**config.mk**
```make
export PLATFORM = sky130hd
export DESIGN_NAME = accum_logic_unit
export DESIGN_NICKNAME = d
export VERILOG_FILES = /design/src/rtl/acc_unit_pkg.sv /design/src/rtl/acc_next_calc.sv /design/src/rtl/acc_state_reg.sv /design/src/rtl/acc_flags.sv /design/src/rtl/accum_logic_unit.sv
export SDC_FILE = /design/constraint.sdc
export NUM_CORES = 1
export LEC_CHECK = 0
export BUFFER_PORTS_ARGS = -buffer_cell sky130_fd_sc_hd__buf_4
export CORE_MARGIN = 2
export CORE_UTILIZATION = 57
export DETAILED_ROUTE_END_ITERATION = 10
export PLACE_DENSITY = 0.82
export SYNTH_ARGS = -nofsm -noshare
export SYNTH_HDL_FRONTEND = slang
export SYNTH_SLANG_ARGS = --single-unit
```
**constraint.sdc**
```tcl
create_clock -name clk -period 2.54 [get_ports clk]
set_input_delay 0.254 -clock clk [delete_from_list [all_inputs] [get_ports clk]]
set_output_delay 0.254 -clock clk [all_outputs]
set_load 0.02 [all_outputs]
```
**src/rtl/acc_unit_pkg.sv**
```systemverilog
package acc_unit_pkg;
  localparam int OP_AND   = 0;
  localparam int OP_ADD   = 1;
  localparam int OP_LDDR  = 2;
  localparam int OP_LDIN  = 3;
  localparam int OP_CMP   = 4;
  localparam int OP_ROTR  = 5;
  localparam int OP_ROTL  = 6;
  localparam int OP_INCR  = 7;
  localparam int OP_CLRA  = 8;
  localparam int OP_CLRE  = 9;
  localparam int OP_CMPE  = 10;
  localparam int OP_COUNT = 11;
endpackage

```
**src/rtl/acc_next_calc.sv**
```systemverilog
module acc_next_calc
  import acc_unit_pkg::*;
#(
  parameter int DATA_W = 16,
  parameter int IN_W   = 8
) (
  input  logic [OP_COUNT-1:0] sel,
  input  logic [DATA_W-1:0]   acc_q,
  input  logic                e_q,
  input  logic [DATA_W-1:0]   dr,
  input  logic [IN_W-1:0]     byte_in,
  output logic [DATA_W-1:0]   nxt_acc,
  output logic                nxt_e,
  output logic                upd
);
  localparam int RING_W = DATA_W + 1;

  logic [RING_W-1:0] sum_w;
  logic [RING_W-1:0] ring, ring_r, ring_l;
  logic [DATA_W-1:0] byte_ext;
  logic              single;

  generate
    if (DATA_W > IN_W) begin : g_pad
      assign byte_ext = {{(DATA_W-IN_W){1'b0}}, byte_in};
    end else begin : g_trunc
      assign byte_ext = byte_in[DATA_W-1:0];
    end
  endgenerate

  assign sum_w  = {1'b0, acc_q} + {1'b0, dr};
  assign ring   = {e_q, acc_q};
  assign ring_r = {ring[0], ring[RING_W-1:1]};
  assign ring_l = {ring[RING_W-2:0], ring[RING_W-1]};
  assign single = (sel != '0) && ((sel & (sel - 1'b1)) == '0);
  assign upd    = single;

  always_comb begin
    nxt_acc = acc_q;
    nxt_e   = e_q;
    if (single) begin
      if (sel[OP_AND])  nxt_acc = acc_q & dr;
      if (sel[OP_ADD])  {nxt_e, nxt_acc} = sum_w;
      if (sel[OP_LDDR]) nxt_acc = dr;
      if (sel[OP_LDIN]) nxt_acc = byte_ext;
      if (sel[OP_CMP])  nxt_acc = ~acc_q;
      if (sel[OP_ROTR]) {nxt_e, nxt_acc} = ring_r;
      if (sel[OP_ROTL]) {nxt_e, nxt_acc} = ring_l;
      if (sel[OP_INCR]) nxt_acc = acc_q + 1'b1;
      if (sel[OP_CLRA]) nxt_acc = '0;
      if (sel[OP_CLRE]) nxt_e = 1'b0;
      if (sel[OP_CMPE]) nxt_e = ~e_q;
    end
  end
endmodule

```
**src/rtl/acc_state_reg.sv**
```systemverilog
module acc_state_reg #(
  parameter int DATA_W = 16
) (
  input  logic              clk,
  input  logic              rst,
  input  logic              upd,
  input  logic [DATA_W-1:0] nxt_acc,
  input  logic              nxt_e,
  output logic [DATA_W-1:0] acc_q,
  output logic              e_q
);
  always_ff @(posedge clk) begin
    if (rst) begin
      acc_q <= '0;
      e_q   <= 1'b0;
    end else if (upd) begin
      acc_q <= nxt_acc;
      e_q   <= nxt_e;
    end
  end
endmodule

```
**src/rtl/acc_flags.sv**
```systemverilog
module acc_flags #(
  parameter int DATA_W = 16
) (
  input  logic [DATA_W-1:0] acc_q,
  input  logic              e_q,
  output logic              is_zero,
  output logic              is_neg,
  output logic              e_clear
);
  assign is_zero = ~|acc_q;
  assign is_neg  = acc_q[DATA_W-1];
  assign e_clear = ~e_q;
endmodule

```
**src/rtl/accum_logic_unit.sv**
```systemverilog
module accum_logic_unit
  import acc_unit_pkg::*;
#(
  parameter int DATA_W = 16,
  parameter int IN_W   = 8
) (
  input  logic                clk,
  input  logic                rst,
  input  logic [OP_COUNT-1:0] op_sel,
  input  logic [DATA_W-1:0]   dr_in,
  input  logic [IN_W-1:0]     in_byte,
  output logic [DATA_W-1:0]   acc_out,
  output logic                e_out,
  output logic                acc_zero,
  output logic                acc_neg,
  output logic                e_zero
);
  localparam logic [OP_COUNT-1:0] M_ROTR = OP_COUNT'(1) << OP_ROTR;
  localparam logic [OP_COUNT-1:0] M_ROTL = OP_COUNT'(1) << OP_ROTL;
  localparam logic [OP_COUNT-1:0] M_INCR = OP_COUNT'(1) << OP_INCR;
  localparam logic [OP_COUNT-1:0] M_CLRE = OP_COUNT'(1) << OP_CLRE;
  localparam logic [OP_COUNT-1:0] M_CMPE = OP_COUNT'(1) << OP_CMPE;

  logic [DATA_W-1:0] acc_q, nxt_acc;
  logic              e_q, nxt_e, upd;

  acc_next_calc #(.DATA_W(DATA_W), .IN_W(IN_W)) u_calc (
    .sel(op_sel), .acc_q(acc_q), .e_q(e_q), .dr(dr_in), .byte_in(in_byte),
    .nxt_acc(nxt_acc), .nxt_e(nxt_e), .upd(upd)
  );

  acc_state_reg #(.DATA_W(DATA_W)) u_regs (
    .clk(clk), .rst(rst), .upd(upd), .nxt_acc(nxt_acc), .nxt_e(nxt_e),
    .acc_q(acc_q), .e_q(e_q)
  );

  acc_flags #(.DATA_W(DATA_W)) u_flags (
    .acc_q(acc_q), .e_q(e_q),
    .is_zero(acc_zero), .is_neg(acc_neg), .e_clear(e_zero)
  );

  assign acc_out = acc_q;
  assign e_out   = e_q;

  a_r1_reset_clears: assert property (@(posedge clk)
    rst |=> (acc_out == '0) && !e_out);

  a_r11_idle_hold: assert property (@(posedge clk) disable iff (rst)
    (op_sel == '0) |=> $stable(acc_out) && $stable(e_out));

  a_r12_conflict_hold: assert property (@(posedge clk) disable iff (rst)
    ($countones(op_sel) > 1) |=> $stable(acc_out) && $stable(e_out));

  a_r10_e_ops_keep_acc: assert property (@(posedge clk) disable iff (rst)
    (op_sel == M_CLRE || op_sel == M_CMPE) |=> $stable(acc_out));

  a_r10_clear_e: assert property (@(posedge clk) disable iff (rst)
    (op_sel == M_CLRE) |=> !e_out);

  a_r9_inc_keeps_e: assert property (@(posedge clk) disable iff (rst)
    (op_sel == M_INCR) |=> $stable(e_out));

  a_r7_rotr_ring: assert property (@(posedge clk) disable iff (rst)
    (op_sel == M_ROTR) |=> (e_out == $past(acc_out[0])) &&
                           (acc_out[DATA_W-1] == $past(e_out)));

  a_r8_rotl_ring: assert property (@(posedge clk) disable iff (rst)
    (op_sel == M_ROTL) |=> (e_out == $past(acc_out[DATA_W-1])) &&
                           (acc_out[0] == $past(e_out)));
endmodule

```
# Yosys cells after proc, flatten, opt, wreduce, memory -nomap -nowiden
# Index checks and enable logic that the tools add are counted.
# classes
mul	0
bitwise_logic	4
div_mod_pow	0
n_shift	0
eq_ne	0
reduce_logical	9
magnitude_cmp	0
add_sub_neg	3
n_mux	14
# ops
operator	n
$mux 16	9
$add 16x16->17	1
$add 16x1->16 const B	1
$and 16x16->16	1
$not 16->16	1
$reduce_or 16->1	1
$and 11x11->11	1
$logic_not 11->1	1
$reduce_bool 11->1	1
$sub 11x1->11 const B	1
$reduce_bool 9->1	1
$mux 1	5
$reduce_bool 5->1	1
$reduce_and 2->1	2
$logic_and 1x1->1	1
$logic_not 1->1	1
$not 1->1	1
# word_totals
inputBits	37
mem_bits_rw	0
latchBits	0
wordCells	32
memories	0
regBits	17
romBits	0

# Depth between registers and ports, before layout
# logic_depth
depth_word	10
mapped_depth	9
ltp_nobuf	9

# Modules after synthesis
# From an unflattened synthesis, not the netlist that was laid out.
# unflattened
hier_cells	491
hier_area_um2	3488.3
# by_module_without_submodules
module	cells_per_inst	area_each_um2	seq_area_each_um2	instances
acc_next_calc	429	2829.0	0.0	1
acc_state_reg	55	614.3	340.3	1
acc_flags	7	45.0	0.0	1

# Least setup slack after synthesis
# Ideal clock, no wire load.
# synth_path
path_type	register to register
start	reg u_regs.acc_q[1]
end	reg u_regs.acc_q[15]
path_buffers	0
synth_period_minus_slack_ps	2399
t_required_ps	2418
setup_ps	122
stages_incl_launch_ff	8
setup_slack_ps	141
t_arrival_ps	2277
path_cell_list	dfxtp_1 ha_1 a211o_1 a2111oi_0 o31ai_1 a221oi_1 mux2i_1 o21ai_1
# synth_via
elab_chain_len	9
# synth_lines
element	line_no	text
from (decl)	acc_state_reg.sv:9	output logic [DATA_W-1:0] acc_q,
from (signal assigned)	acc_state_reg.sv:17	acc_q <= nxt_acc;
$add 16x16->17	acc_next_calc.sv:31	assign sum_w = {1'b0, acc_q} + {1'b0, dr};
$mux 16	acc_next_calc.sv:43	if (sel[OP_ADD]) {nxt_e, nxt_acc} = sum_w;
$mux 16	acc_next_calc.sv:44	if (sel[OP_LDDR]) nxt_acc = dr;
$mux 16	acc_next_calc.sv:45	if (sel[OP_LDIN]) nxt_acc = byte_ext;
$mux 16	acc_next_calc.sv:46	if (sel[OP_CMP]) nxt_acc = ~acc_q;
$mux 16	acc_next_calc.sv:47	if (sel[OP_ROTR]) {nxt_e, nxt_acc} = ring_r;
$mux 16	acc_next_calc.sv:48	if (sel[OP_ROTL]) {nxt_e, nxt_acc} = ring_l;
$mux 16 (*)	acc_next_calc.sv:49	if (sel[OP_INCR]) nxt_acc = acc_q + 1'b1;
$mux 16 (*)	acc_next_calc.sv:50	if (sel[OP_CLRA]) nxt_acc = '0;
# Mark *: on every way between the ends. The rest lies on a longest branch, timed or not.
# A chain may end at the register's enable or synchronous reset.

# Worst setup path in the final report
# layout_path
start	reg u_regs.acc_q[0]
end	reg u_regs.acc_q[7]
# The elaborated chain is that of the path after synthesis.

==> results.md <==
- Relative to the synthesized area, the layout overhead comes to 23.85%.
- The first global-routing pass estimated 18650 um of wire.
- In this run, synthesis produced a sequential element count of 17.
- The clock net in this run drives a total of 17 sinks.
- STA classifies the critical path startpoint as a register.
- Max-cap violations in this run came to 0.
- At the later pin of the worst-skew pair, clock insertion delay measures 0.27 ns.
- The critical path endpoint category is a register.
- Yosys attributes the largest share of cell area to sky130_fd_sc_hd__dfxtp_1 11%, sky130_fd_sc_hd__a21oi_1 10%, sky130_fd_sc_hd__ha_1 7.5%, sky130_fd_sc_hd__nand2_1 4.6%, sky130_fd_sc_hd__o21ai_0 4.0%.
- The maximum net fanout on the critical path is 4.
- The placeable core area is 5075 um^2.
- The average detailed-routed wire length per instance is 20.61 um.
- The area enclosed by the die boundary is 5842 um^2.
- The run finished with clean final reports.
- The number of CTS-inserted buffers is 3.
- The via count of the first global-routing pass is 3646.
- Global routing used 39.28% of the available tracks across all layers.
- Setup repair after global routing left no endpoint under its margin.
- The critical path is of the register to register type.
- The final total negative setup slack is 0 ns.
- In this run the power density over the cells is 222.9 nW/um^2.
- The weighted congestion reported at the end of routability-driven placement is 0.9920.
- The post-route clock skew is 0.009071 ns.
- The final-report max-slew violation count is 0.
- The maximum vdd ir drop is 231.0 uV.
- The diode insertion count for antenna repair is 0.
- The library cell with the highest instance count after synthesis is sky130_fd_sc_hd__a21oi_1.
- The clock transition at the registers of the reported paths is 0.09 ns.
- The worst min-delay path category is input pin to register.
- The critical path goes through ha_1 > a211o_1 > buf_4 > a21oi_1 > o22ai_1 > nand2b_1 > xnor2_1 > or4_1 > a21oi_1.
- The summed instance area of the synthesized netlist is 2990 um^2.
- In the synthesized netlist the dominant register cell turns out to be sky130_fd_sc_hd__dfxtp_1.
- The final-report hold violation count came to 0.
- Buffers placed on the I/O ports in this run total 56.
- The final routed DRC violation total is 0.
- The total overflow left after global routing is 0.
- For the pin with the worst max-slew slack, the measured transition is 0.5778 ns.
- The data arrival time at the worst-slack endpoint is 2.64 ns.
- The number of inserted filler cells in the final layout is 470.
- CTS placed an instance of sky130_fd_sc_hd__clkbuf_8 at the clock tree root.
- The die boundary height is 76.43 um.
- For this run, asynchronously set or reset flops after synthesis account for 0%.
- The maximum number of pins on one net before global-route repair is 44.
- TritonCTS built the clock tree.
- The sequential cell area is 340.3 um^2.
- The multi-input combinational cells in the finished layout cover a total of 2427 um^2.
- The slowest cell on the critical path is sky130_fd_sc_hd__or4_1.
- The required time of the critical path is 2.74 ns.
- The largest total area in the synthesized netlist belongs to sky130_fd_sc_hd__dfxtp_1.
- By instance count, the cell type seen most on the critical path is sky130_fd_sc_hd__a21oi_1.
- The final route contains 4069 vias.
- The detailed router finished its first iteration with 531 violations.
- The setup fix buffers added after clock tree synthesis is 0.
- The number of hold buffers added after CTS is 0.
- The via count normalized by instance count is 7.003.
- The fraction of final layout cells sized beyond drive strength 1 is 21.53%.
- The worst pin sits at a relative slew slack of 61.43%.
- The floorplan step set the die width to 76.43 um.
- The number of top-level design ports is 57.
- In this run, synthesis inferred 0 flip-flops with an integrated enable.
- The synthesized design devotes to its leading area cell type 11.38% of total area.
- The initial antenna violation count is 0.
- The number of placed instances, taps included, is 577.
- The gate count after technology mapping is 446.
- The first-pass iteration count of the detailed router is 6.
- The sequential area share after synthesis is 11.38%.
- Summed over all nets, the half-perimeter wirelength after detailed placement is 8913 um.
- The worst path in the final design needs a cycle of 2.449 ns, including I/O delays and setup.
- The final cell count without fillers is 581.
- Static timing analysis puts the maximum clock frequency at 0.4084 GHz.
- The starting utilization of the core area is 58.93%.
- The clock tree buffer depth is 2.
- The post-layout net count is 568.
- After floorplanning, the core was divided into 26 placement rows.
- For this block, the routed nets add up to 11970 um of wire.
- CTS built an H-tree with a depth of 1.
- In the finished design, the share of the clock period the worst path needs comes to 96.41%.
- Setup violations remaining at the end of the flow were counted as 0.
- The leakage power total is 0.001523 uW.
- The remaining antenna violation count is 0.
- The largest single stage delay on the critical path is 0.47 ns.
- Yosys printed 0 warnings.
- The average instance area after synthesis is 6.705 um^2.
- Counting every net in the synthesized netlist gives 502.
- Ranked by instance count, the synthesized netlist is headed by 60 x sky130_fd_sc_hd__a21oi_1, 37 x sky130_fd_sc_hd__nand2_1, 31 x sky130_fd_sc_hd__nor2_1, 27 x sky130_fd_sc_hd__clkbuf_1, 24 x sky130_fd_sc_hd__o21ai_0.
- In this run, distinct cell masters in the synthesized netlist total 71.
==> power breakdown <==
part / total (uW) / switching (uW) / leakage [uW] / internal, uW
registers: 267 / 0.263 / 0.000137 / 267
logic: 322 / 194 / 0.00136 / 128
clock network: 236 / 124 / 0.0000228 / 112
==> final timing paths <==
check                                     from                           end  slack (ns)  depth (start not counted)
setup reg to reg  u_regs.acc_q[0]$_SDFFE_PP0P_  u_regs.acc_q[7]$_SDFFE_PP0P_        0.09                          9
hold reg to reg        u_regs.e_q$_SDFFE_PP0P_       u_regs.e_q$_SDFFE_PP0P_        0.60                          2
setup / recovery  u_regs.acc_q[0]$_SDFFE_PP0P_  u_regs.acc_q[7]$_SDFFE_PP0P_        0.09                          9
hold / removal                        dr_in[8]  u_regs.acc_q[8]$_SDFFE_PP0P_        0.27                          3
==> critical path: cells and delay by family, from the launching register on <==
kind                     cells  cell delay (ns)
XOR/XNOR                     1             0.12
AO/OA/AOI/OAI                4             0.88
flip-flops                   1             0.33
adder cells (fa/ha/maj)      1             0.25
buffers and inverters        1             0.14
AND/OR/NAND/NOR              2             0.64
==> registers in the layout (all words and copies together) (netlist names) <==
signal        cells
u_regs.e_q        1
u_regs.acc_q     16
==> final cells by class <==
cell class | instances | share of cell area [%]
Inverter | 22 | 2.230
Timing Repair Buffer | 96 | 19.46
Sequential cell | 17 | 9.189
Tap cell | 70 | 2.365
Clock buffer | 4 | 1.216
Multi-Input combinational cell | 372 | 65.54
==> placed cells by master (no fill, tap or decap), drive strengths merged, types with 4 or more instances in the layout <==
cell,synthesis,final
a31oi,5,5
a21o,5,5
buf,8,96
xnor2,11,11
a211oi,9,9
o211ai,6,6
nand3,13,13
a21oi,61,61
dfxtp,17,17
nand2b,5,5
inv,22,22
a32o,4,4
o31ai,4,4
o21a,5,5
nor3,19,19
nand4,7,7
ha,18,18
o21ai,26,26
clkbuf,27,4
mux2i,4,4
o22ai,6,6
nor4,10,10
a22oi,5,5
nor2,31,31
nand2,37,37
and3,8,8
o221ai,7,7
a2111oi,7,7
==> per-layer routing <==
layer	global-route usage, %	vias to the layer above	routed length [um]
li1	-	1845	-
met2	62.65	349	5095
met4	14.18	0	414
met1	51.44	1818	4725
met5	0	-	0
met3	9.479	57	1740
==> stage by stage <==
| stage | util [%] | cell area (um^2) | setup slack, ns | hold slack [ns] | power, uW |
|---|---|---|---|---|---|
| final | 72.98 | 3704 | 0.09113 | 0.2695 | 825.7 |
| after global routing | 72.98 | 3704 | 0.007124 | 0.3202 | 844.3 |
| after CTS | 72.88 | 3699 | 0.08133 | 0.2734 | 804.7 |
| after detailed placement | 71.99 | 3654 | 0.04384 | 0.5443 | 580.3 |
| after global placement | 71.99 | 3654 | 0.1155 | 0.5335 | 576.5 |
| after floorplan | - | 2990 | 0.1412 | 0.4140 | 453.3 |
==> cell families after synthesis <==
family          after synthesis  share of synthesized area (%)
compound gates              179                          40.13
buf+inv                      57                          7.615
mux                           4                          1.339
simple gates                153                          26.23
fa+ha+maj                    22                          9.205
xor+xnor                     14                          4.100
flops                        17                          11.38
==> timing repair <==
item / 4_1_cts / 5_1_grt
endpoints found under the setup margin: 0 / 3
hold endpoints to repair: 0 / 0
gates resized for setup: 0 / 3
Power figures use the tool's default switching activity.
